### src/rtl/fprs_pkg.sv
package fprs_pkg;

   // Sequencer phases: pass-through, body capture with first issue, replay from buffer
   typedef enum logic [1:0] {
      SEQ_IDLE    = 2'd0,
      SEQ_CAPTURE = 2'd1,
      SEQ_REPLAY  = 2'd2
   } seq_state_e;

   function automatic int idx_width(input int depth);
      return (depth > 1) ? $clog2(depth) : 1;
   endfunction

endpackage

### src/rtl/fprs_loop_buf.sv
module fprs_loop_buf #(
   parameter int DEPTH  = 16,
   parameter int WIDTH  = 32,
   parameter int IDX_W  = fprs_pkg::idx_width(DEPTH)
) (
   input  logic             clk,
   input  logic             wr_en,
   input  logic [IDX_W-1:0] wr_idx,
   input  logic [WIDTH-1:0] wr_data,
   input  logic [IDX_W-1:0] rd_idx,
   output logic [WIDTH-1:0] rd_data
);

   logic [WIDTH-1:0] slot [DEPTH];

   // one register per slot, each with its own decoded enable
   for (genvar g = 0; g < DEPTH; g++) begin : g_slot
      always_ff @(posedge clk) begin
         if (wr_en && (int'(wr_idx) == g)) begin
            slot[g] <= wr_data;
         end
      end
   end

   always_comb begin
      rd_data = '0;
      for (int i = 0; i < DEPTH; i++) begin
         if (int'(rd_idx) == i) rd_data = slot[i];
      end
   end

endmodule

### src/rtl/fprs_fifo.sv
module fprs_fifo #(
   parameter int DEPTH = 4,
   parameter int WIDTH = 32,
   parameter int CNT_W = $clog2(DEPTH + 1)
) (
   input  logic             clk,
   input  logic             rst_n,
   input  logic             push,
   input  logic [WIDTH-1:0] push_data,
   input  logic             pop,
   output logic [WIDTH-1:0] head,
   output logic             empty,
   output logic             full,
   output logic [CNT_W-1:0] count
);

   localparam int PW = fprs_pkg::idx_width(DEPTH);
   localparam bit POW2 = (DEPTH > 1) && ((DEPTH & (DEPTH - 1)) == 0);

   logic [WIDTH-1:0] mem [DEPTH];
   logic [PW-1:0]    wr_ptr, rd_ptr, wr_nxt, rd_nxt;

   // pointer wrap: free-running for power-of-two depths, explicit compare otherwise
   if (POW2) begin : g_wrap_pow2
      assign wr_nxt = wr_ptr + 1'b1;
      assign rd_nxt = rd_ptr + 1'b1;
   end else begin : g_wrap_cmp
      assign wr_nxt = (int'(wr_ptr) == DEPTH - 1) ? '0 : wr_ptr + 1'b1;
      assign rd_nxt = (int'(rd_ptr) == DEPTH - 1) ? '0 : rd_ptr + 1'b1;
   end

   assign empty = (count == '0);
   assign full  = (int'(count) == DEPTH);
   assign head  = mem[rd_ptr];

   always_ff @(posedge clk) begin
      if (push && !full) mem[wr_ptr] <= push_data;
   end

   always_ff @(posedge clk or negedge rst_n) begin
      if (!rst_n) begin
         wr_ptr <= '0;
         rd_ptr <= '0;
         count  <= '0;
      end else begin
         if (push && !full) wr_ptr <= wr_nxt;
         if (pop && !empty) rd_ptr <= rd_nxt;
         case ({push && !full, pop && !empty})
            2'b10:   count <= count + 1'b1;
            2'b01:   count <= count - 1'b1;
            default: count <= count;
         endcase
      end
   end

endmodule

### src/rtl/fprs_ctrl.sv
module fprs_ctrl
   import fprs_pkg::*;
#(
   parameter int BUF_DEPTH = 16,
   parameter int CNT_W     = 8,
   parameter int LEN_W     = 8,
   parameter int IDX_W     = fprs_pkg::idx_width(BUF_DEPTH)
) (
   input  logic             clk,
   input  logic             rst_n,
   input  logic             in_valid,
   input  logic             in_is_rep,
   input  logic [CNT_W-1:0] in_count,
   input  logic [LEN_W-1:0] in_len,
   input  logic             out_ready,
   input  logic             q_empty,
   input  logic             q_full,
   output logic             in_ready,
   output seq_state_e       state,
   output logic             buf_we,
   output logic [IDX_W-1:0] wr_idx,
   output logic [IDX_W-1:0] rd_idx,
   output logic             q_push,
   output logic             q_pop,
   output logic             err
);

   logic [IDX_W-1:0] last_idx;
   logic [CNT_W-1:0] iter_left;
   logic             len_ok;
   logic             take;
   logic             rep_take;
   logic             body_take;
   logic             replay_fire;

   assign len_ok = (in_len != '0) && (int'(in_len) <= BUF_DEPTH);

   always_comb begin
      case (state)
         SEQ_IDLE:    in_ready = in_is_rep ? q_empty : !q_full;
         SEQ_CAPTURE: in_ready = in_is_rep ? 1'b0 : out_ready;
         SEQ_REPLAY:  in_ready = in_is_rep ? 1'b0 : !q_full;
         default:     in_ready = 1'b0;
      endcase
   end

   assign take        = in_valid && in_ready;
   assign rep_take    = take && in_is_rep;
   assign body_take   = take && !in_is_rep && (state == SEQ_CAPTURE);
   assign replay_fire = (state == SEQ_REPLAY) && out_ready;

   assign buf_we = body_take;
   assign q_push = take && !in_is_rep && (state != SEQ_CAPTURE);
   assign q_pop  = (state == SEQ_IDLE) && out_ready && !q_empty;

   always_ff @(posedge clk or negedge rst_n) begin
      if (!rst_n) begin
         state     <= SEQ_IDLE;
         last_idx  <= '0;
         iter_left <= '0;
         wr_idx    <= '0;
         rd_idx    <= '0;
         err       <= 1'b0;
      end else begin
         err <= 1'b0;
         case (state)
            SEQ_IDLE: begin
               if (rep_take) begin
                  if (len_ok) begin
                     state     <= SEQ_CAPTURE;
                     last_idx  <= IDX_W'(in_len - 1'b1);
                     iter_left <= in_count;
                     wr_idx    <= '0;
                  end else begin
                     err <= 1'b1;
                  end
               end
            end
            SEQ_CAPTURE: begin
               if (body_take) begin
                  if (wr_idx == last_idx) begin
                     rd_idx <= '0;
                     state  <= (iter_left == '0) ? SEQ_IDLE : SEQ_REPLAY;
                  end else begin
                     wr_idx <= wr_idx + 1'b1;
                  end
               end
            end
            SEQ_REPLAY: begin
               if (replay_fire) begin
                  if (rd_idx == last_idx) begin
                     rd_idx <= '0;
                     if (iter_left == CNT_W'(1)) state <= SEQ_IDLE;
                     else                        iter_left <= iter_left - 1'b1;
                  end else begin
                     rd_idx <= rd_idx + 1'b1;
                  end
               end
            end
            default: state <= SEQ_IDLE;
         endcase
      end
   end

endmodule

### src/rtl/fp_repeat_seq.sv
module fp_repeat_seq
   import fprs_pkg::*;
#(
   parameter int INSN_W    = 32,
   parameter int BUF_DEPTH = 16,
   parameter int Q_DEPTH   = 4,
   parameter int CNT_W     = 8,
   parameter int LEN_W     = 8
) (
   input  logic              clk,
   input  logic              rst_n,
   input  logic              in_valid,
   output logic              in_ready,
   input  logic              in_is_rep,
   input  logic [INSN_W-1:0] in_insn,
   input  logic [CNT_W-1:0]  in_count,
   input  logic [LEN_W-1:0]  in_len,
   output logic              out_valid,
   input  logic              out_ready,
   output logic [INSN_W-1:0] out_insn,
   output logic              busy,
   output logic              err
);

   localparam int IDX_W = fprs_pkg::idx_width(BUF_DEPTH);
   localparam int QCW   = $clog2(Q_DEPTH + 1);

   // elaboration-time parameter checks
   if (BUF_DEPTH < 1) begin : g_bad_depth
      $error("BUF_DEPTH must be at least 1");
   end
   if ((2 ** LEN_W) <= BUF_DEPTH) begin : g_bad_len_w
      $error("LEN_W too narrow to express BUF_DEPTH");
   end
   if (Q_DEPTH < 1) begin : g_bad_q
      $error("Q_DEPTH must be at least 1");
   end
   if (CNT_W < 1 || INSN_W < 1) begin : g_bad_w
      $error("CNT_W and INSN_W must be positive");
   end

   seq_state_e        state;
   logic              buf_we;
   logic [IDX_W-1:0]  wr_idx, rd_idx;
   logic [INSN_W-1:0] buf_rd;
   logic              q_push, q_pop, q_empty, q_full;
   logic [INSN_W-1:0] q_head;
   logic [QCW-1:0]    q_cnt;

   fprs_ctrl #(
      .BUF_DEPTH (BUF_DEPTH),
      .CNT_W     (CNT_W),
      .LEN_W     (LEN_W),
      .IDX_W     (IDX_W)
   ) u_ctrl (
      .clk       (clk),
      .rst_n     (rst_n),
      .in_valid  (in_valid),
      .in_is_rep (in_is_rep),
      .in_count  (in_count),
      .in_len    (in_len),
      .out_ready (out_ready),
      .q_empty   (q_empty),
      .q_full    (q_full),
      .in_ready  (in_ready),
      .state     (state),
      .buf_we    (buf_we),
      .wr_idx    (wr_idx),
      .rd_idx    (rd_idx),
      .q_push    (q_push),
      .q_pop     (q_pop),
      .err       (err)
   );

   fprs_loop_buf #(
      .DEPTH (BUF_DEPTH),
      .WIDTH (INSN_W),
      .IDX_W (IDX_W)
   ) u_loop_buf (
      .clk     (clk),
      .wr_en   (buf_we),
      .wr_idx  (wr_idx),
      .wr_data (in_insn),
      .rd_idx  (rd_idx),
      .rd_data (buf_rd)
   );

   fprs_fifo #(
      .DEPTH (Q_DEPTH),
      .WIDTH (INSN_W),
      .CNT_W (QCW)
   ) u_bypass_q (
      .clk       (clk),
      .rst_n     (rst_n),
      .push      (q_push),
      .push_data (in_insn),
      .pop       (q_pop),
      .head      (q_head),
      .empty     (q_empty),
      .full      (q_full),
      .count     (q_cnt)
   );

   // issue source selection per phase
   always_comb begin
      case (state)
         SEQ_CAPTURE: begin
            out_valid = in_valid && !in_is_rep;
            out_insn  = in_insn;
         end
         SEQ_REPLAY: begin
            out_valid = 1'b1;
            out_insn  = buf_rd;
         end
         default: begin
            out_valid = !q_empty;
            out_insn  = q_head;
         end
      endcase
   end

   assign busy = (state != SEQ_IDLE);

endmodule

### config.mk
export PLATFORM = sky130hd
export DESIGN_NAME = fp_repeat_seq
export DESIGN_NICKNAME = d
export VERILOG_FILES = /design/src/rtl/fprs_pkg.sv /design/src/rtl/fprs_loop_buf.sv /design/src/rtl/fprs_fifo.sv /design/src/rtl/fprs_ctrl.sv /design/src/rtl/fp_repeat_seq.sv
export SDC_FILE = /design/constraint.sdc
export NUM_CORES = 1
export LEC_CHECK = 0
export BUFFER_PORTS_ARGS = -buffer_cell sky130_fd_sc_hd__clkbuf_2
export CAP_MARGIN = 20
export CORE_UTILIZATION = 50
export DETAILED_ROUTE_END_ITERATION = 16
export PLACE_DENSITY_LB_ADDON = 0.15
export SYNTH_ARGS = -nofsm -noshare
export SYNTH_HDL_FRONTEND = slang
export SYNTH_SLANG_ARGS = --single-unit
### constraint.sdc
create_clock -name clk -period 6.5 [get_ports clk]
set_input_delay 0.65 -clock clk [delete_from_list [all_inputs] [get_ports clk]]
set_output_delay 0.65 -clock clk [all_outputs]
set_load 0.03 [all_outputs]
==> impl_metrics.csv, run 1 <==
group,metric,value,unit
synth,synth_seq_area_share,0.725,
global_route,grt_first_pass_wirelength,108000,µm
critical_path,critical_path_depth,9,
sta,drv_slew,0,
finish,antennaDiodeCount,0,
die,dieWidth,237,µm
placed_design,dp_cells,2513,
sta,fin_crit,5.01,ns
finish,layout-area-overhead-vs-synth,12.9,%
finish,drive_gt1_frac,0.162,
global_route,grt_use_met2,0.425,
drt,dr.pass1.iters,5,
critical_path,cp_max_fo,54,
critical_path,worstRegToRegCells,7,
global_route,grt_remaining_overflow,0,
finish,utilization,0.574,
clock_tree,hold_buffers,0,
clock_tree,cts_buffers,72,
synth,yosysWarnings,0,
global_route,busiest_layer,"met2",
synth,yosys.area_share.adder,0.0107,
synth,ys_ff_latch,670,
clock_tree,h-tree-depth,3,
critical_path,r2r-start,"u_ctrl.state[1]$_DFFE_PN0P_",
synth,syn_inst,1817,
synth,synth_nets,1893,
clock_tree,post-cts-setup-buffer-count,0,
critical_path,cp.arrival,4.36,ns
drt,vias,16900,
synth,syn_area,27500,µm²
die,ioPinCount,89,
die,die_h,237,µm
global_route,grt_use_total,0.262,
synth,ys_types,62,
sta,setup_viol,0,
sta,finClkSkew,0.0282,ns
sta,hold_violations,0,
critical_path,worstPathRequired,5.85,ns
synth,synth_xor_area_frac,0.00541,
drt,antenna_left,0,
sta,slew_headroom,0.239,
clock_tree,cts_tree,"yes",
sta,max_freq,199,MHz
critical_path,crit_family,"compound AO/OA/AOI/OAI gates",
synth,synth_mux_area_frac,0.0281,
clock_tree,clk_pin_slew,0.06,ns
critical_path,cp.buffers_inverters,3,
synth,yosys.area_share.simple,0.0547,
sta,setup-tns-final,0,ns
worst_hold_path,min_path_type,"input port to asynchronous set/reset pin",
flow_run,maxCapViolations,0,
finish,fillCellCount,4262,
finish,multi_input_area,6780,µm²
clock_tree,clk-insertion-delay-late,0.61,ns
synth,synth_edf_count,640,
global_route,grt_use_met1,0.360,
critical_path,timing.critical_path.cells,"inv_1 > ha_2 > buf_4 > a21oi_1 > a221o_1 > a2111oi_0 > o21ai_0 > a311oi_1 > clkbuf_2",
critical_path,cp_slowest_cell,"buf_4",
finish,seqCellArea,20000,µm²
clock_tree,clkSinkCount,670,
global_route,antenna_found_initial,1,
clock_tree,cts.repair.resized,0,
critical_path,max_stage_delay,0.63,ns
synth,synth_top_family_by_area,"compound AO/OA/AOI/OAI gates",
clock_tree,clock_path_buffers,3,
critical_path,regToRegSetupSlack,2.52,ns
synth,syn_area_per_cell,15.1,µm²
critical_path,end_kind,"primary output",
critical_path,regToRegEndpoint,"u_loop_buf.slot[1][233]$_DFFE_PP_",
placed_design,numPortBuffers,88,
sta,period_share,0.771,
finish,mostFrequentLayoutCell,"edfxtp_1",
critical_path,start_kind,"register",
die,coreArea,54100,µm²
pwr,total_leakage_power,10.3,nW
placed_design,routabilityCongestion,0.820,
drt,drc,0,
synth,async_flop_share,0.0448,
global_route,gr-usage-met3,0.0370,
pwr,peakVddDrop,0.000340,V
sta,worst_slew_pin_slew,1.14,ns
global_route,grt_pass1_vias,16800,
die,start_util,0.508,
drt,routed_via_density,6.41,
finish,nets,1969,
clock_tree,root_buffer,"clkbuf_16",
pwr,power_density,414,nW/µm²
synth,ys.flop_type,"edfxtp_1",
sta,rsz0062_at_grt,"false",
run_status,status,"complete, no violations",
placed_design,hpwl,41400,µm
finish,final_cell_mix,"640 x edfxtp_1, 135 x a21oi_1, 117 x o21ai_0, 97 x inv_1, 88 x clkbuf_2",
drt,first_iter_violations,1905,
drt,wl_per_cell,27.6,µm
die,dieArea,56000,µm²
synth,synth_compound_area_frac,0.142,
global_route,grt_start_max_net_pins,68,
drt,wirelength,72900,µm
die,num_rows,85,
finish,stdcell_count,2642,
critical_path,worstSetupPathType,"register to primary output",
==> how the worst max path moves through the flow <==
stage / slack (ns) / endpoint / from
finish: 1.49 / out_insn[29] / u_ctrl.rd_idx[0]$_DFFE_PN0P_
global route: 1.27 / out_insn[29] / u_ctrl.rd_idx[0]$_DFFE_PN0P_
CTS: 1.38 / out_insn[17] / u_ctrl.rd_idx[0]$_DFFE_PN0P_
detailed placement: 2.04 / out_insn[17] / u_ctrl.rd_idx[0]$_DFFE_PN0P_
global placement: 2.18 / out_insn[15] / u_ctrl.rd_idx[0]$_DFFE_PN0P_
floorplan: 2.19 / u_loop_buf.slot[0][128]$_DFFE_PP_ / in_is_rep
==> cell type report <==
type | count | share of cell area
inverter | 97 | 0.0117
sequential | 670 | 0.643
clock buffer | 95 | 0.0635
timing repair buffer | 141 | 0.0279
tap | 696 | 0.0280
clock inverter | 32 | 0.00829
multi-input combinational | 911 | 0.218
==> registers in the layout (all words and copies together) (netlist names) <==
register / cells
u_ctrl.err: 1
u_ctrl.wr_idx: 4
u_bypass_q.count: 3
u_ctrl.iter_left: 8
u_bypass_q.mem: 128
u_bypass_q.rd_ptr: 2
u_ctrl.state: 2
u_ctrl.last_idx: 4
u_loop_buf.slot: 512
u_ctrl.rd_idx: 4
u_bypass_q.wr_ptr: 2
==> through the flow <==
step	hold slack [ns]	power [mW]	setup WS (ns)	instance area [µm²]
global placement	0.552	8.99	2.18	28800
finish	0.147	12.9	1.49	31100
global route	0.181	13.4	1.27	31100
detailed placement	0.565	9.03	2.04	28800
CTS	0.146	12.9	1.38	31000
floorplan	0.354	7.74	2.19	27500
==> synthesized netlist by cell type (23+ instances only) <==
library cell	count	share of area
nand2_1	59	0.0080
clkbuf_1	106	0.014
nand3b_1	63	0.017
o22a_1	29	0.0092
nand3_1	48	0.0087
a21oi_1	135	0.025
a31oi_1	33	0.0075
a221o_1	30	0.011
mux4_2	32	0.026
o22ai_1	39	0.0089
edfxtp_1	640	0.70
o221ai_1	59	0.019
buf_2	23	0.0042
o21ai_0	117	0.021
inv_1	97	0.013
dfrtp_1	30	0.027
a211o_1	29	0.0092
a221oi_1	67	0.021
==> metal layers <==
layer / vias up / part of all wire
met5: - / 0
met2: 648 / 0.48
met1: 8673 / 0.42
li1: 7475 / -
met4: 0 / 0.035
met3: 142 / 0.058
==> logic make-up (layout without fill, tap and decap cells) <==
logic type,count (synthesis),count (layout)
buffers and inverters,236,365
XOR/XNOR,17,17
AO/OA/AOI/OAI,573,573
flip-flops,670,670
multiplexers,37,37
adder cells (fa/ha/maj),23,23
AND/OR/NAND/NOR,261,261
==> where the power goes <==
| part | total (mW) | switching, mW | internal (mW) |
|---|---|---|---|
| sequential | 5.11 | 0.191 | 4.92 |
| clock | 3.93 | 1.64 | 2.29 |
| combinational | 3.82 | 2.53 | 1.29 |
(Power assumes the default switching activity.)
==> inputs of run 2 (changes only) <==
==> constraint.sdc (replaced) <==
create_clock -name clk -period 5.1 [get_ports clk]
set_input_delay 0.51 -clock clk [delete_from_list [all_inputs] [get_ports clk]]
set_output_delay 0.51 -clock clk [all_outputs]
set_load 0.03 [all_outputs]
==> impl_metrics.csv, run 2 (synthesis gave the netlist of run 1 again) <==
group,metric,value,unit
drt,first_iter_violations,1855,
critical_path,regToRegEndpoint,"u_bypass_q.mem[3][15]$_DFFE_PP_",
sta,period_share,0.885,
sta,slew_headroom,0.293,
placed_design,dp_cells,2529,
finish,final_cell_mix,"640 x edfxtp_1, 135 x a21oi_1, 117 x o21ai_0, 97 x inv_1, 88 x clkbuf_2",
drt,routed_via_density,6.44,
die,ioPinCount,89,
global_route,grt_start_max_net_pins,66,
pwr,peakVddDrop,0.000401,V
worst_hold_path,min_to,"u_ctrl.last_idx[0]$_DFFE_PN0P_",
sta,rsz0062_at_grt,"false",
drt,vias,17100,
finish,largest_reg_flops,512,
clock_tree,clock_path_buffers,3,
finish,antennaDiodeCount,0,
global_route,grt_first_pass_wirelength,109000,µm
finish,layout-area-overhead-vs-synth,13.6,%
critical_path,cp.arrival,4.00,ns
worst_hold_path,hold-path-cell-count,2,
pwr,power_density,525,nW/µm²
clock_tree,cts.repair.resized,0,
placed_design,routabilityCongestion,0.849,
clock_tree,clk_pin_slew,0.06,ns
drt,antenna_left,0,
global_route,grt_remaining_overflow,0,
clock_tree,clkSinkCount,670,
sta,drv_slew,0,
critical_path,regToRegSetupSlack,1.74,ns
die,dieArea,56000,µm²
critical_path,max_stage_delay,0.83,ns
drt,wl_per_cell,27.4,µm
sta,max_freq,222,MHz
die,coreArea,54100,µm²
worst_hold_path,holdCritStartpoint,"in_len[0]",
drt,dr.pass1.iters,6,
finish,drive_gt1_frac,0.171,
critical_path,worstPathRequired,4.59,ns
sta,worst_slew_pin_slew,1.06,ns
critical_path,cp_max_fo,23,
finish,mostFrequentLayoutCell,"edfxtp_1",
worst_hold_path,min_path_type,"input port to register",
global_route,grt_pass1_vias,17000,
die,dieWidth,237,µm
clock_tree,cts_tree,"yes",
sta,fin_crit,4.51,ns
clock_tree,h-tree-depth,3,
drt,drc,0,
global_route,grt_use_total,0.264,
critical_path,worstRegToRegCells,7,
sta,setup-tns-final,0,ns
critical_path,r2r-start,"u_ctrl.state[0]$_DFFE_PN0P_",
critical_path,end_kind,"primary output",
die,num_rows,85,
critical_path,worstSetupPathType,"register to primary output",
flow_run,maxCapViolations,0,
finish,regMostFlops,"u_loop_buf.slot",
run_status,status,"complete, no violations",
die,start_util,0.508,
finish,fillCellCount,4135,
sta,hold_violations,0,
finish,stdcell_count,2662,
critical_path,crit_family,"simple AND/OR/NAND/NOR gates",
clock_tree,root_buffer,"clkbuf_16",
finish,seqCellArea,20000,µm²
critical_path,cp.buffers_inverters,3,
sta,setup_viol,0,
critical_path,timing.critical_path.cells,"inv_1 > ha_2 > and2_1 > buf_4 > a221oi_1 > a211o_1 > a31oi_1 > clkbuf_2",
critical_path,cp_slowest_cell,"and2_1",
placed_design,numPortBuffers,88,
finish,multi_input_area,6780,µm²
clock_tree,cts_buffers,71,
finish,reg_top3,"u_loop_buf.slot: 512 flops, u_bypass_q.mem: 128 flops, u_ctrl.iter_left: 8 flops",
drt,wirelength,72900,µm
critical_path,start_kind,"register",
global_route,antenna_found_initial,1,
finish,nets,1983,
pwr,total_leakage_power,10.4,nW
placed_design,hpwl,41900,µm
pwr,total_power,16.4,mW
die,die_h,237,µm
sta,holdWs,0.166,ns
clock_tree,clk-insertion-delay-late,0.61,ns
sta,finClkSkew,0.0191,ns
## run 2: worst max path at each step
stage	endpoint	cells past startpoint	slack (ns)	from
3_5_place_dp	out_insn[5]	8	1.27	u_ctrl.rd_idx[0]$_DFFE_PN0P_
6_report	out_insn[5]	8	0.59	u_ctrl.rd_idx[0]$_DFFE_PN0P_
4_1_cts	out_insn[5]	8	0.61	u_ctrl.rd_idx[0]$_DFFE_PN0P_
3_3_place_gp	out_insn[5]	8	1.36	u_ctrl.rd_idx[0]$_DFFE_PN0P_
5_1_grt	out_insn[5]	8	0.50	u_ctrl.rd_idx[0]$_DFFE_PN0P_
2_1_floorplan	u_loop_buf.slot[0][128]$_DFFE_PP_	5	0.85	u_ctrl.state[0]$_DFFE_PN0P_
## run 2: worst reg2reg max path: stages (launching register included)
cell and delay [ns]:
dfrtp_1 0.42, inv_1 0.11, ha_2 0.26, nor2_1 0.13, a31o_2 0.25, nor3_1 0.63
and2_2 0.85, buf_4 0.38
## run 2: area by class of cell
cell class / instances / area share
flip-flops and latches: 670 / 0.639
multi-input cells: 911 / 0.217
clock buffers: 92 / 0.0634
repair buffers: 156 / 0.0317
well taps: 696 / 0.0279
inverters: 97 / 0.0116
clock inverters: 40 / 0.00960
## run 2: timing repair
| item | 4_1_cts | 5_1_grt |
|---|---|---|
| hold endpoints to repair | 25 | 0 |
| buffers inserted | 0 | 0 |
| hold buffers | 1 | 0 |
## run 2: report_power, final
group          internal (mW)  switching (mW)  leakage [nW]
Combinational           1.66            3.19          3.12
Clock                   2.95            2.11          1.11
Sequential              6.27           0.250          6.12
## run 2: through the flow
| step | instance area (µm²) | setup slack [ns] | util |
|---|---|---|---|
| after global routing | 31300 | 0.495 | 0.578 |
| after global placement | 29000 | 1.36 | 0.535 |
| final | 31300 | 0.586 | 0.578 |
| after floorplan | 27500 | 0.847 | - |
| after detailed placement | 29000 | 1.27 | 0.535 |
| after CTS | 31300 | 0.614 | 0.578 |
## run 2: layer usage
layer | GRT usage | up-vias | part of all wire
met5 | 0 | - | 0.00018
met4 | 0.0982 | 2 | 0.029
met3 | 0.0347 | 131 | 0.062
met2 | 0.434 | 655 | 0.49
met1 | 0.362 | 8821 | 0.42
li1 | - | 7521 | -
==> inputs of run 3 (changes only) <==
--- a/config.mk
+++ b/config.mk
@@ -7,7 +7,9 @@
 export LEC_CHECK = 0
 export BUFFER_PORTS_ARGS = -buffer_cell sky130_fd_sc_hd__clkbuf_2
 export CAP_MARGIN = 20
+export CORE_ASPECT_RATIO = 1.2
 export CORE_UTILIZATION = 50
+export CTS_BUF_LIST = sky130_fd_sc_hd__clkbuf_4
 export DETAILED_ROUTE_END_ITERATION = 16
 export PLACE_DENSITY_LB_ADDON = 0.15
 export SYNTH_ARGS = -nofsm -noshare
==> impl_metrics.csv, run 3 (synthesis gave the netlist of run 1 again) <==
group,metric,value,unit
run_status,status,"complete, no violations",
clock_tree,h-tree-depth,4,
critical_path,regToRegSetupSlack,1.25,ns
finish,layout-area-overhead-vs-synth,14.8,%
worst_hold_path,min_path_type,"input port to register",
finish,largest_reg_flops,512,
finish,nets,2124,
pwr,total_power,15.9,mW
sta,period_share,0.948,
global_route,grt_first_pass_wirelength,111000,µm
critical_path,max_stage_delay,0.79,ns
placed_design,dpl_cell_area,29000,µm²
critical_path,start_kind,"register",
critical_path,worstSetupPathType,"register to primary output",
sta,setup_viol,0,
sta,hold_violations,0,
die,start_util,0.510,
placed_design,hpwl,42300,µm
clock_tree,post-cts-setup-buffer-count,0,
finish,utilization,0.585,
drt,vias,17800,
critical_path,cp_slowest_cell,"dfrtp_2",
critical_path,end_kind,"primary output",
placed_design,numPortBuffers,88,
critical_path,cp.arrival,4.33,ns
drt,wl_per_cell,25.7,µm
sta,rsz0062_at_grt,"false",
critical_path,r2r-start,"u_ctrl.state[0]$_DFFE_PN0P_",
pwr,peakVddDrop,0.000374,V
critical_path,regToRegEndpoint,"u_bypass_q.mem[2][9]$_DFFE_PP_",
clock_tree,root_buffer,"clkbuf_4",
sta,max_freq,207,MHz
sta,setup-tns-final,0,ns
clock_tree,cts_buffers,165,
drt,wirelength,74100,µm
clock_tree,clock_path_buffers,3,
global_route,grt_start_max_net_pins,67,
pwr,power_density,502,nW/µm²
finish,fillCellCount,4328,
critical_path,worstRegToRegCells,7,
critical_path,cp_max_fo,32,
sta,fin_crit,4.84,ns
die,dieWidth,216,µm
finish,mostFrequentLayoutCell,"edfxtp_1",
die,die_h,259,µm
drt,antenna_left,0,
clock_tree,clk_pin_slew,0.06,ns
sta,finClkSkew,0.0355,ns
drt,drc,0,
global_route,grt_pass1_vias,18400,
drt,dr.pass1.iters,5,
die,num_rows,93,
finish,regMostFlops,"u_loop_buf.slot",
clock_tree,cts_tree,"yes",
sta,worst_slew_pin_slew,1.05,ns
finish,final_cell_mix,"640 x edfxtp_1, 235 x clkbuf_4, 135 x a21oi_1, 117 x o21ai_0, 97 x inv_1",
global_route,grt_use_total,0.271,
drt,routed_via_density,6.17,
finish,multi_input_area,6790,µm²
finish,drive_gt1_frac,0.224,
placed_design,routabilityCongestion,0.830,
sta,slew_headroom,0.297,
pwr,total_leakage_power,10.7,nW
die,dieArea,56000,µm²
critical_path,crit_end,"out_insn[29]",
finish,seqCellArea,20000,µm²
finish,design_area,31600,µm²
drt,first_iter_violations,1683,
critical_path,worstPathRequired,4.59,ns
global_route,antenna_found_initial,5,
clock_tree,clkSinkCount,670,
die,ioPinCount,89,
die,coreArea,54000,µm²
sta,drv_slew,0,
global_route,grt_remaining_overflow,0,
critical_path,critPathLaunch,"u_ctrl.rd_idx[3]$_DFFE_PN0P_",
finish,reg_top3,"u_loop_buf.slot: 512 flops, u_bypass_q.mem: 128 flops, u_ctrl.iter_left: 8 flops",
clock_tree,clk-insertion-delay-late,1.01,ns
critical_path,timing.critical_path.cells,"buf_4 > nand2b_1 > buf_4 > a311oi_1 > a2111oi_0 > o21ai_0 > a311oi_1 > clkbuf_2",
flow_run,maxCapViolations,0,
run 3: changes by cell type in the layout (fill, tap and decap cells not counted), sizes merged:
cell,change
diode,+2
clkinv,+4
inv,+5
bufinv,+1
clkbuf,+143
buf,-2
dlygate4sd3,+49
run 3: worst min path at each step:
stage / endpoint / depth (start not counted) / from
after global routing: u_ctrl.err$_DFF_PN0_ / 4 / in_len[4]
after floorplan: u_bypass_q.count[0]$_DFFE_PN0P_ / 0 / rst_n
after detailed placement: u_ctrl.state[1]$_DFFE_PN0P_ / 1 / u_ctrl.state[1]$_DFFE_PN0P_
after global placement: u_ctrl.state[1]$_DFFE_PN0P_ / 1 / u_ctrl.state[1]$_DFFE_PN0P_
final: u_ctrl.err$_DFF_PN0_ / 4 / in_len[4]
after CTS: u_ctrl.err$_DFF_PN0_ / 4 / in_len[4]
run 3: per-stage QoR:
stage	hold WS [ns]	worst slack (ns)	cells
after floorplan	0.214	0.847	1817
after global placement	0.554	1.27	2542
after detailed placement	0.570	1.19	2542
after CTS	0.0268	0.0393	2877
after global routing	0.104	0.0253	2880
final	0.146	0.264	2880
run 3: worst max-delay path: cells and delay by family, from the launching register on:
family                 cells  cell delay (ns)
buffers and inverters      3             1.23
AOI/OAI and AO/OA          4             1.06
DFF                        1             0.79
and+or+nand+nor            1             0.23
run 3: repair_timing:
item / in CTS / in global routing
setup endpoints to repair: 0 / 11
hold buffers: 50 / 0
gates resized for setup: 0 / 2
hold endpoints to repair: 690 / 0
run 3: layer usage:
| layer | GRT usage | share of wire |
|---|---|---|
| met5 | 0 | 0.00030 |
| met4 | 0.120 | 0.033 |
| met3 | 0.0657 | 0.074 |
| met2 | 0.453 | 0.50 |
| met1 | 0.335 | 0.39 |
run 3: layout make-up:
cell class | instances | share of cell area
clock inverter | 50 | 0.0107
inverter | 97 | 0.0115
sequential | 670 | 0.632
tap | 712 | 0.0282
multi-input combinational | 911 | 0.215
antenna | 2 | 0.000158
timing repair buffer | 203 | 0.0464
clock buffer | 235 | 0.0558
run 3: report_power, final:
| part | internal [mW] | leakage (nW) | switching, mW | total (mW) |
|---|---|---|---|---|
| logic | 1.70 | 3.31 | 3.21 | 4.90 |
| clock network | 2.37 | 1.24 | 2.09 | 4.46 |
| registers | 6.27 | 6.12 | 0.218 | 6.49 |
